[src/rtl/gf2div_pkg.sv]
package gf2div_pkg;
  typedef enum logic [1:0] {
    PH_IDLE = 2'd0,
    PH_RUN  = 2'd1,
    PH_HOLD = 2'd2
  } div_phase_e;
endpackage

[src/rtl/gf2div_lead.sv]
// Position of the highest set bit of a vector (0 when the vector is zero).
module gf2div_lead #(
  parameter int W = 8,
  localparam int PW = $clog2(W)
) (
  input  logic [W-1:0]  vec,
  output logic [PW-1:0] pos
);
  always_comb begin
    pos = '0;
    for (int i = 0; i < W; i++) begin
      if (vec[i]) pos = PW'(i);
    end
  end
endmodule

[src/rtl/gf2div_step.sv]
// One reduction step: decides one quotient bit and XORs the aligned divisor.
module gf2div_step #(
  parameter int W     = 8,
  parameter int CNT_W = 5,
  localparam int PW   = $clog2(W)
) (
  input  logic [W-1:0]     rem_i,
  input  logic [W-1:0]     quo_i,
  input  logic [W-1:0]     dsr,
  input  logic [PW-1:0]    dsr_msb,
  input  logic [CNT_W-1:0] step_idx,
  output logic [W-1:0]     rem_o,
  output logic [W-1:0]     quo_o
);
  logic [CNT_W-1:0] qbit;
  logic [CNT_W-1:0] tpos;
  logic [W-1:0]     probe;
  logic             take;

  always_comb begin
    qbit  = CNT_W'(W - 1) - step_idx;
    tpos  = qbit + CNT_W'(dsr_msb);
    probe = rem_i >> tpos;
    take  = (step_idx < CNT_W'(W)) && (tpos < CNT_W'(W)) && probe[0];
    rem_o = rem_i;
    quo_o = quo_i;
    if (take) begin
      rem_o = rem_i ^ (dsr << qbit);
      quo_o = quo_i | (W'(1) << qbit);
    end
  end
endmodule

[src/rtl/gf2div_ctrl.sv]
// Phase sequencer and step counter.
module gf2div_ctrl
  import gf2div_pkg::*;
#(
  parameter int W     = 8,
  parameter int STEPS = 3,
  parameter int CNT_W = 5
) (
  input  logic             clk,
  input  logic             rst,
  input  logic             in_valid,
  input  logic             out_ready,
  output logic             in_ready,
  output logic             out_valid,
  output logic             load,
  output logic             advance,
  output logic [CNT_W-1:0] step_base
);
  div_phase_e phase;
  logic       last_pass;

  assign in_ready  = (phase == PH_IDLE);
  assign out_valid = (phase == PH_HOLD);
  assign load      = in_ready && in_valid;
  assign advance   = (phase == PH_RUN);
  assign last_pass = (step_base + CNT_W'(STEPS)) >= CNT_W'(W);

  always_ff @(posedge clk) begin
    if (rst) begin
      phase     <= PH_IDLE;
      step_base <= '0;
    end else begin
      case (phase)
        PH_IDLE: if (in_valid) begin
          phase     <= PH_RUN;
          step_base <= '0;
        end
        PH_RUN: begin
          step_base <= step_base + CNT_W'(STEPS);
          if (last_pass) phase <= PH_HOLD;
        end
        PH_HOLD: if (out_ready) phase <= PH_IDLE;
        default: phase <= PH_IDLE;
      endcase
    end
  end
endmodule

[src/rtl/gf2_divider.sv]
module gf2_divider #(
  parameter int W     = 8,
  parameter int STEPS = 3,
  localparam int PW    = $clog2(W),
  localparam int CNT_W = $clog2(W + STEPS) + 1
) (
  input  logic         clk,
  input  logic         rst,
  input  logic         in_valid,
  output logic         in_ready,
  input  logic [W-1:0] dividend,
  input  logic [W-1:0] divisor,
  output logic         out_valid,
  input  logic         out_ready,
  output logic [W-1:0] quotient,
  output logic [W-1:0] remainder
);
  logic             load, advance;
  logic [CNT_W-1:0] step_base;
  logic [W-1:0]     dsr_q;
  logic [PW-1:0]    msb_q, msb_in;
  logic [W-1:0]     rem_q, quo_q;
  logic [W-1:0]     rem_c [STEPS+1];
  logic [W-1:0]     quo_c [STEPS+1];

  gf2div_ctrl #(.W(W), .STEPS(STEPS), .CNT_W(CNT_W)) u_ctrl (
    .clk(clk), .rst(rst), .in_valid(in_valid), .out_ready(out_ready),
    .in_ready(in_ready), .out_valid(out_valid), .load(load),
    .advance(advance), .step_base(step_base)
  );

  gf2div_lead #(.W(W)) u_lead (.vec(divisor), .pos(msb_in));

  assign rem_c[0] = rem_q;
  assign quo_c[0] = quo_q;

  for (genvar k = 0; k < STEPS; k++) begin : g_step
    gf2div_step #(.W(W), .CNT_W(CNT_W)) u_step (
      .rem_i(rem_c[k]), .quo_i(quo_c[k]), .dsr(dsr_q), .dsr_msb(msb_q),
      .step_idx(step_base + CNT_W'(k)),
      .rem_o(rem_c[k+1]), .quo_o(quo_c[k+1])
    );
  end

  always_ff @(posedge clk) begin
    if (rst) begin
      rem_q <= '0;
      quo_q <= '0;
      dsr_q <= '0;
      msb_q <= '0;
    end else if (load) begin
      rem_q <= dividend;
      quo_q <= '0;
      dsr_q <= divisor;
      msb_q <= msb_in;
    end else if (advance) begin
      rem_q <= rem_c[STEPS];
      quo_q <= quo_c[STEPS];
    end
  end

  assign quotient  = quo_q;
  assign remainder = rem_q;
endmodule

[config.mk]
export PLATFORM = sky130hd
export DESIGN_NAME = gf2_divider
export DESIGN_NICKNAME = d
export VERILOG_FILES = /design/src/rtl/gf2div_pkg.sv /design/src/rtl/gf2div_lead.sv /design/src/rtl/gf2div_step.sv /design/src/rtl/gf2div_ctrl.sv /design/src/rtl/gf2_divider.sv
export SDC_FILE = /design/constraint.sdc
export NUM_CORES = 1
export LEC_CHECK = 0
export BUFFER_PORTS_ARGS = -buffer_cell sky130_fd_sc_hd__buf_2
export CAP_MARGIN = 5
export CORE_MARGIN = 2
export CORE_UTILIZATION = 40
export CTS_BUF_LIST = sky130_fd_sc_hd__clkbuf_4
export DETAILED_ROUTE_END_ITERATION = 10
export PLACE_DENSITY = 0.67
export SLEW_MARGIN = 20
export SYNTH_ARGS = -nofsm -noshare
export SYNTH_HDL_FRONTEND = slang
export SYNTH_SLANG_ARGS = --single-unit
export TNS_END_PERCENT = 30
[constraint.sdc]
create_clock -name clk -period 11.65 [get_ports clk]
set_input_delay 0.5825 -clock clk [delete_from_list [all_inputs] [get_ports clk]]
set_output_delay 0.5825 -clock clk [all_outputs]
set_load 0.02 [all_outputs]
# Yosys cells after proc, flatten, opt, wreduce, memory -nomap -nowiden
# Cells that the tools add are included.
totals:
  output_inout_bits: 18
  regBits: 34
  in_bits: 20
  word_cells: 76
classes:
  eq_ne: 5
  reduce_logical: 13
  mux: 21
  n_lt_le_gt_ge: 7
  shifts: 9
  addsub: 9
  bitwise_logic: 6
ops:
  columns: ["op", "count"]
  rows:
  - ["$mux W8", 8]
  - ["$lt A5 B4 Y1 const B", 6]
  - ["$or A8 B8 Y8", 3]
  - ["$shl A1 B5 Y8 const A", 3]
  - ["$shl A8 B5 Y8", 3]
  - ["$shr A8 B5 Y1", 3]
  - ["$xor A8 B8 Y8", 3]
  - ["$add A5 B3 Y5", 3]
  - ["$sub A3 B5 Y5 const A", 3]
  - ["$mux W3", 4]
  - ["$add A5 B2 Y5 const B", 2]
  - ["$mux W2", 5]
  - ["$pmux W5 S2", 1]
  - ["$logic_and A1 B1 Y1", 7]
  - ["$pmux W2 S3", 1]
  - ["$add A5 B1 Y5 const B", 1]
  - ["$ge A5 B4 Y1 const B", 1]
  - ["$mux W5", 1]
  - ["$ne A2 B1 Y1 const B", 2]
  - ["$reduce_bool A2 Y1", 2]
  - ["$reduce_and A3 Y1", 1]
  - ["$eq A2 B1 Y1 const B", 1]
  - ["$eq A2 B2 Y1 const B", 1]
  - ["$logic_not A2 Y1", 1]
  - ["other kinds (4)", 4]

# Depth between registers and ports, before layout
# Gate-level depths: netlist of run 1.
depth:
  depth_word: 14
  mapped_depth: 20
  mapped_depth_nobuf: 16

# Hierarchy
# Synthesis of run 1 repeated with hierarchy kept, for this count alone.
hier_totals:
  cells_unflattened: 462
  area_unflattened_um2: 3921.3
by_module_without_submodules:
  columns: ["mod", "n_inst", "seq_area_each_um2", "cells_per_inst", "area_each_um2"]
  rows:
  - ["gf2div_step at g_step[1].u_step ...", 2, 0.0, 95, 742.0]
  - ["gf2_divider", 1, 540.5, 126, 1267.5]
  - ["gf2div_step at g_step[0].u_step", 1, 0.0, 89, 742.0]
  - ["gf2div_ctrl", 1, 140.1, 47, 382.9]
  - ["gf2div_lead", 1, 0.0, 10, 45.0]

# Least setup slack after synthesis of run 1
# OpenSTA, ideal clock, no wires.
synth_timing:
  path_kind: "register to register"
  startpoint: "register u_ctrl.step_base[1]"
  endpoint: "register rem_q[4], in the netlist remainder[4]"
  path_stages_with_launch: 19
  setup_ps: 115
  path_slack_ps: 7068
  arrival_ps: 4466
  t_required_ps: 11535
  synth_period_minus_slack_ps: 4582
  path_buffers: 4
  cell_sequence: "dfxtp_1 > buf_2 > clkinv_1 > ha_1 > clkbuf_1 > clkinv_1 > fa_1 > xnor2_1 > nand2_1 > or2_2 > o2111ai_4 > o2111ai_2 > xor2_1 > o221a_1 > a32oi_2 > buf_6 > buf_4 > o211ai_1 > and3_1"
synth_via:
  elab_chain_cells: 14
  word_cells_on_any_way: 34
  classes_between: "add/sub (8); order compare (6); shift (6); mux (5); bitwise (3); reduce/logical (6)"
synth_rtl:
  columns: ["item", "line_no", "rtl"]
  rows:
  - ["start: declaration", "gf2div_ctrl.sv:17", "output logic [CNT_W-1:0] step_base"]
  - ["start signal: assignment", "gf2div_ctrl.sv:39", "step_base <= step_base + CNT_W'(STEPS);"]
  - ["$sub A3 B5 Y5", "gf2div_step.sv:21", "qbit = CNT_W'(W - 1) - step_idx;"]
  - ["$add A5 B3 Y5", "gf2div_step.sv:22", "tpos = qbit + CNT_W'(dsr_msb);"]
  - ["$lt A5 B4 Y1", "gf2div_step.sv:24", "take = (step_idx < CNT_W'(W)) && (tpos < CNT_W'(W)) && probe[0];"]
  - ["$logic_and A1 B1 Y1 (2 in a row)", "gf2div_step.sv:24", null]
  - ["$mux W8", "gf2div_step.sv:27", "if (take) begin"]
  - ["$shr A8 B5 Y1", "gf2div_step.sv:23", "probe = rem_i >> tpos;"]
  - ["$logic_and A1 B1 Y1", "gf2div_step.sv:24", null]
  - ["$mux W8", "gf2div_step.sv:27", null]
  - ["$shr A8 B5 Y1", "gf2div_step.sv:23", null]
  - ["$logic_and A1 B1 Y1", "gf2div_step.sv:24", null]
  - ["$mux W8 (*)", "gf2div_step.sv:27", null]
  - ["$mux W8 (*)", "gf2_divider.sv:56", "end else if (advance) begin"]
  - ["$mux W8 (*)", "gf2_divider.sv:51", "end else if (load) begin"]
  - ["end signal: assignment", "gf2_divider.sv:52", "rem_q <= dividend;"]
  - ["end signal: assignment", "gf2_divider.sv:57", "rem_q <= rem_c[STEPS];"]
  - ["end: declaration", "gf2_divider.sv:22", "logic [W-1:0] rem_q, quo_q;"]
# Mark *: on every way between the ends. The rest lies on a longest branch, timed or not. The select of a mux whose other input is x is not followed.
# A chain may end at the register's enable or synchronous reset.

# Final worst setup path of run 1
layout_timing:
  startpoint: "register u_ctrl.step_base[0]"
  endpoint: "register quo_q[1], in the netlist quotient[1]"
layout_via:
  elab_chain_cells: 12
  word_cells_on_any_way: 38
  classes_between: "add/sub (8); order compare (6); shift (8); mux (5); bitwise (5); reduce/logical (6)"
layout_rtl:
  columns: ["item", "line_no", "rtl"]
  rows:
  - ["$sub A3 B5 Y5", "gf2div_step.sv:21", null]
  - ["$add A5 B3 Y5", "gf2div_step.sv:22", null]
  - ["$lt A5 B4 Y1", "gf2div_step.sv:24", null]
  - ["$logic_and A1 B1 Y1 (2 in a row)", "gf2div_step.sv:24", null]
  - ["$mux W8", "gf2div_step.sv:27", null]
  - ["$shr A8 B5 Y1", "gf2div_step.sv:23", null]
  - ["$logic_and A1 B1 Y1", "gf2div_step.sv:24", null]
  - ["$mux W8", "gf2div_step.sv:27", null]
  - ["$shr A8 B5 Y1", "gf2div_step.sv:23", null]
  - ["$logic_and A1 B1 Y1", "gf2div_step.sv:24", null]
  - ["$mux W8 (*)", "gf2div_step.sv:27", null]
  - ["end signal: assignment", "gf2_divider.sv:58", "quo_q <= quo_c[STEPS];"]
  - ["end: declaration", "gf2_divider.sv:22", null]
# Mark *: on every way between the ends. The rest lies on a longest branch, timed or not.

==> qor.yml, run 1 <==
layout.filler_cells: 821
worst_ep_arrival_time_ns: 5.89
via_count: 3355
maxCapViolations: 0
placeableCoreArea_um2: 8130
total_switching_power_uw: 171
power.share.clock_pct: 17.5
slew_headroom_pct: 37.9
power_per_cell_area_nw_per_um2: 106
ys_seq_elements: 34
netlist-cell-type-count: 69
cellLeakagePower_uw: 0.00134
yosysSeqAreaShare_pct: 20.4
final_layout_size_suffix_gt1_share_pct: 15.9
die-width_um: 95.3
die_footprint_um2: 9090
postcts_resize_cnt: 0
synth_edf_count: 0
synth.avg_cell_area_um2: 7.65
ffs_w_async_s_r_synth_pct: 0
place.detailed.hpwl_um: 7450
synthCells: 436
power_frac_seq_pct: 35.4
grt_remaining_overflow: 0
fin_setup_tns_ns: 0
std_cell_rows: 33
worstSetupEndpointType: "flip-flop"
post_drt_via_cell_ratio: 6.00
io_buffer_count: 37
place_congestion: 0.956
nNetsFinal: 491
detail_route.wirelength_um: 9890
max-vdd-ir-drop_mv: 0.0654
cts_max_path_buffers: 2
antenna_cells: 0
clk_transition_reported_paths_ns: 0.12
cts_made_buffers: 5
die_h_um: 95.3
max_slew.worst_pin.slew_ns: 0.932
grt_antenna_before_repair: 0
drt_iter0_markers: 313
synth.net_count: 474
cts_num_sinks: 34
worst_hold_path_type: "in -> reg"
netSwitchingFraction_pct: 44.8
setup_viol: 0
syn_area_um2: 3340
grt_pass1_vias: 3024
total_power_uw: 381
synth_flop_cell: "dfxtp_1"
outcome: "finished, final reports clean"
start_util_pct: 41.0
final.period_utilization_pct: 48.4
worstSkewPairLatency_ns: 0.35
fin_worst_skew_ns: 0.00997
finalWorstPathRequiredPeriod_ns: 5.64
detail-route-antenna-nets: 0
grtUsageTotal_pct: 23.2
rsz0062_at_grt: "false"
grt_start_max_net_pins: 42
cts_tree: "yes"
p_comb_share_pct: 47.0
wire_per_inst_um: 17.7
required_ns: 11.91
post_cts_buffers: 0
post_cts_hold_buffer_count: 0
internal-power_uw: 210
hold_violations: 0
cts-htree-levels: 2
clockRootBuffer: "clkbuf_4"
timing.fmax_ghz: 0.177
num_io_pins: 38
firstDrtPassIters: 6
crit_fanout: 41
timing.critical_path.from_type: "flip-flop"
ys_warn_count: 0
slew_violations: 0
critical_path_class: "reg -> reg"
syn2layout_area_growth_pct: 7.54
drc_errors: 0
wire_length_of_the_first_global_routing_pass_um: 16300
==> worst max-delay path, stage by stage, from the launching register on <==
cell,delay [ns]
dfxtp_1,0.33
buf_4,0.40
inv_1,0.26
ha_1,0.60
clkinv_1,0.41
fa_1,0.52
xnor2_1,0.43
nand2_1,0.13
o22ai_1,0.20
o31a_1,0.40
nand4_2,0.16
xor2_1,0.35
a22oi_2,0.16
a32oi_2,0.75
nor2_1,0.11
o31a_1,0.30
==> power groups by stage <==
| stage | clock network (uW) | logic [uW] | registers (uW) |
|---|---|---|---|
| detailed placement | 0 | 176 | 137 |
| global placement | 0 | 174 | 137 |
| global route | 73.1 | 197 | 136 |
| CTS | 67.8 | 177 | 135 |
| finish | 66.8 | 179 | 135 |
| floorplan | 0 | 141 | 137 |
==> cells by family (layout without fill, tap and decap cells) <==
logic type | after synthesis | count (layout) | share of synthesized area, %
and+or+nand+nor | 176 | 176 | 26.3
adders and majority gates | 18 | 18 | 7.42
DFF | 34 | 34 | 20.4
buffers and inverters | 46 | 64 | 6.15
AOI/OAI and AO/OA | 116 | 116 | 24.6
xor gates and xnor gates | 28 | 28 | 7.57
muxes | 18 | 18 | 7.61
==> stage by stage <==
step	std cells	setup WS (ns)	hold WS, ns	utilization, %	area (um^2)
CTS	559	6.07	0.458	44.1	3590
detailed placement	551	6.11	0.483	43.5	3530
finish	559	6.01	0.461	44.1	3590
floorplan	436	7.07	0.459	-	3340
global route	559	5.43	0.471	44.1	3590
global placement	551	6.21	0.467	43.5	3530
==> Yosys cell counts (5+ instances only) <==
master | n | area, um^2
xor2_1 | 6 | 52.6
clkbuf_1 | 21 | 78.8
dfxtp_1 | 34 | 681
o31a_1 | 5 | 43.8
ha_1 | 15 | 188
or4_1 | 8 | 60.1
nand3_1 | 15 | 75.1
nor4_1 | 6 | 37.5
o21ai_0 | 15 | 75.1
nand2_1 | 48 | 180
o211ai_1 | 10 | 75.1
nor2b_1 | 7 | 43.8
mux2i_1 | 10 | 100
inv_1 | 12 | 45.0
a31oi_1 | 7 | 43.8
and3_1 | 9 | 56.3
nor2_1 | 48 | 180
nand2b_1 | 8 | 50.1
nor3_1 | 7 | 35.0
xnor2_1 | 21 | 184
a211oi_1 | 8 | 60.1
a21oi_1 | 37 | 185
or2_2 | 5 | 31.3
==> layer usage <==
layer,up-vias,global-route usage (%),part of all wire [%]
met3,17,2.77,5.8
met2,137,36.5,47
met1,1567,33.1,45
met5,-,0,0
li1,1634,-,-
met4,0,7.13,2.2
==> layout by cell type, fill, tap and decap left out, types with 3 or more instances in the layout <==
cell,n
inv_1,12
nand2_1,48
clkinv_1,4
or2_2,5
a31oi_1,7
nor2_1,48
a221oi_1,3
buf_2,37
or4_1,8
o31ai_1,3
nor4_1,6
o22ai_1,3
a211oi_1,8
xnor2_1,21
nor3_1,7
mux2i_1,10
and3_1,9
dfxtp_1,34
xor2_1,6
a21oi_1,37
fa_1,3
o21ai_0,15
nand2b_1,8
buf_4,4
o31a_1,5
o211ai_1,10
nand3_1,15
nor2b_1,7
ha_1,15
a22oi_1,3
clkbuf_4,5
==> sequential cells by signal, summed over array words and instances, names as in the netlist <==
name and cells:
msb_q 3, quotient 8, remainder 8, u_ctrl.phase 2, dsr_q 8, u_ctrl.step_base 5
==> path summary, 6_finish.rpt <==
path	startpoint	to	slack, ns	cells past startpoint
min	divisor[0]	dsr_q[0]$_SDFFE_PP0P_	0.46	3
max	u_ctrl.step_base[0]$_SDFFE_PP0P_	quotient[1]$_SDFFE_PP0P_	6.01	15
min reg2reg	quotient[1]$_SDFFE_PP0P_	quotient[1]$_SDFFE_PP0P_	0.52	1
max reg2reg	u_ctrl.step_base[0]$_SDFFE_PP0P_	quotient[1]$_SDFFE_PP0P_	6.01	15
==> area by class of cell <==
cell class	instances	area [um^2]	share of cell area, %
clock buffers	5	37.5	1.05
clock inverters	3	16.3	0.453
inverters	15	56.3	1.57
multi-input cells	356	2450	68.3
flip-flops and latches	34	681	19.0
well taps	105	131	3.66
repair buffers	41	215	6.00
Power figures use the tool's default switching activity.
==> run 2, diff against run 1 <==
--- a/config.mk
+++ b/config.mk
@@ -11,7 +11,7 @@
 export CORE_UTILIZATION = 40
 export CTS_BUF_LIST = sky130_fd_sc_hd__clkbuf_4
 export DETAILED_ROUTE_END_ITERATION = 10
-export PLACE_DENSITY = 0.67
+export PLACE_DENSITY = 0.69
 export SLEW_MARGIN = 20
 export SYNTH_ARGS = -nofsm -noshare
 export SYNTH_HDL_FRONTEND = slang
==> constraint.sdc (replaced) <==
create_clock -name clk -period 4.76 [get_ports clk]
set_input_delay 0.238 -clock clk [delete_from_list [all_inputs] [get_ports clk]]
set_output_delay 0.238 -clock clk [all_outputs]
set_load 0.02 [all_outputs]
==> run 2 against run 1 <==
Sequential cell count stayed put. Die area did not move. Maximum frequency rose by 23%. Clock-buffer cell count did not move. Sequential power rose by 140%. Hold slack worse by 0.33 ns. Non-clock buffer count rose by 9. Critical endpoint is now remainder[4]$_SDFFE_PP0P_.
==> qor.yml, run 2 (same netlist as run 1, synthesis figures left out) <==
outcome: "finished, final reports clean"
io_buffer_count: 37
drc_errors: 0
worstSetupStartpoint: "u_ctrl.step_base[0]$_SDFFE_PP0P_"
fin_setup_tns_ns: 0
rrSetupSlack_ns: 0.19
timing.critical_path.mode_cell: "inv_1"
max-vdd-ir-drop_mv: 0.124
start_util_pct: 41.0
total_power_uw: 971
setup_viol: 0
slew_headroom_pct: 41.3
critical_path_depth: 16
finalWorstPathRequiredPeriod_ns: 4.57
worstSkewPairLatency_ns: 0.35
critPathCapture: "remainder[4]$_SDFFE_PP0P_"
peak_per_stage_delay_on_the_critical_path_ns: 0.59
post_drt_via_cell_ratio: 6.04
worst_hold_path_type: "in -> reg"
timing.critical_path.buf_inv: 2
required_ns: 5.01
via_count: 3434
place.detailed.hpwl_um: 7830
wire_length_of_the_first_global_routing_pass_um: 16500
placedInstanceArea_um2: 3600
cts_tree: "yes"
drt_iter0_markers: 373
power_per_cell_area_nw_per_um2: 261
timing.critical_path.from_type: "flip-flop"
critical-path-slowest-cell: "or4_1"
fin_worst_skew_ns: 0.0104
cts-htree-levels: 2
post_cts_buffers: 0
die_h_um: 95.3
slew_violations: 0
seq_area_um2: 682
worstSetupEndpointType: "flip-flop"
max_slew.worst_pin.slew_ns: 0.881
grt_remaining_overflow: 0
grt_pass1_vias: 3170
wire_per_inst_um: 18.4
worst_ep_arrival_time_ns: 4.82
cts_made_buffers: 5
nNetsFinal: 501
place_congestion: 0.978
grt_start_max_net_pins: 41
critical_path_class: "reg -> reg"
hold_start: "divisor[0]"
antenna_cells: 0
detail-route-antenna-nets: 0
timing.critical_path.max_delay_family: "simple AND/OR/NAND/NOR gates"
maxCapViolations: 0
critical_path.cell_chain: "inv_1, ha_1, inv_1, fa_1, mux4_1, mux2i_4, or4b_1, xnor2_2, a22oi_2, o2111ai_4, nand3_1, xor2_2, o221a_1, a32oi_4, or4_1, and3_1"
final.period_utilization_pct: 96.0
worst_reg_to_reg_path_cell_count: 16
multi_input_area_um2: 2520
syn2layout_area_growth_pct: 11.5
reg2reg_to: "remainder[4]$_SDFFE_PP0P_"
placeableCoreArea_um2: 8130
layout.filler_cells: 823
critical_path.reg2reg.startpoint: "u_ctrl.step_base[0]$_SDFFE_PP0P_"
hold_violations: 0
num_io_pins: 38
detail_route.wirelength_um: 10500
most_frequent_cells_in_the_layout: "nor2_1 (48), nand2_1 (48), a21oi_1 (37), buf_2 (37), dfxtp_1 (33)"
finalInstanceArea_um2: 3720
cts_max_path_buffers: 2
clk_transition_reported_paths_ns: 0.12
clockRootBuffer: "clkbuf_4"
firstDrtPassIters: 5
rsz0062_at_grt: "true"
cellLeakagePower_uw: 0.00141
die_footprint_um2: 9090
die-width_um: 95.3
final_layout_size_suffix_gt1_share_pct: 19.2
timing.fmax_ghz: 0.219
grt_antenna_before_repair: 0
grtUsageTotal_pct: 23.6
final_core_utilization_pct: 45.8
std_cell_rows: 33
crit_fanout: 23
cts_num_sinks: 34
[run 2: changes by cell type in the layout (fill, tap and decap cells not counted), sizes merged]
| cell | before | now |
|---|---|---|
| o2111ai | 3 | 4 |
| buf | 41 | 50 |
[run 2: worst reg2reg max path: stages, from the launching register on]
cell,delay (ns)
dfxtp_1,0.35
inv_1,0.06
ha_1,0.20
inv_1,0.13
fa_1,0.49
mux4_1,0.29
mux2i_4,0.12
or4b_1,0.59
xnor2_2,0.18
a22oi_2,0.25
o2111ai_4,0.22
nand3_1,0.17
xor2_2,0.21
o221a_1,0.28
a32oi_4,0.17
or4_1,0.59
and3_1,0.18
[run 2: area by class of cell]
type / instances / share of cell area, %
multi-input combinational: 357 / 67.6
sequential: 34 / 18.3
timing repair buffer: 50 / 7.60
tap: 105 / 3.53
inverter: 15 / 1.51
clock buffer: 5 / 1.01
clock inverter: 3 / 0.437
[run 2: worst min path at each step]
stage,end,slack (ns),cells after the start
2_1_floorplan,dsr_q[7]$_SDFFE_PP0P_,0.37,2
3_3_place_gp,dsr_q[0]$_SDFFE_PP0P_,0.49,3
3_5_place_dp,dsr_q[0]$_SDFFE_PP0P_,0.50,3
4_1_cts,dsr_q[0]$_SDFFE_PP0P_,0.13,3
5_1_grt,dsr_q[0]$_SDFFE_PP0P_,0.14,3
6_report,dsr_q[0]$_SDFFE_PP0P_,0.13,3
[run 2: per-stage QoR]
stage               worst slack (ns)  hold WS [ns]  std cells
floorplan                      0.178         0.374        436
global placement              0.0922         0.494        560
detailed placement            0.0568         0.498        560
CTS                           0.0397         0.125        568
global route                 -0.0303         0.135        569
finish                         0.192         0.132        569
[run 2: layer usage]
metal  global-route usage, %  up-vias  share of wire, %
li1                        -     1650                 -
met1                    33.1     1648                46
met2                    38.3      119                46
met3                    2.21       17               5.3
met4                    7.13        0               2.5
met5                       0        -                 0
[run 2: power by group]
group	switching, uW	internal, uW
Clock	109	55.0
Sequential	27.8	302
Combinational	300	176
Total	437	534
[run 2: what timing repair did]
item | 4_1_cts | 5_1_grt
resized for setup | 0 | 8
setup endpoints to repair | 0 | 16
hold buffers | 0 | 0
hold endpoints to repair | 0 | 0
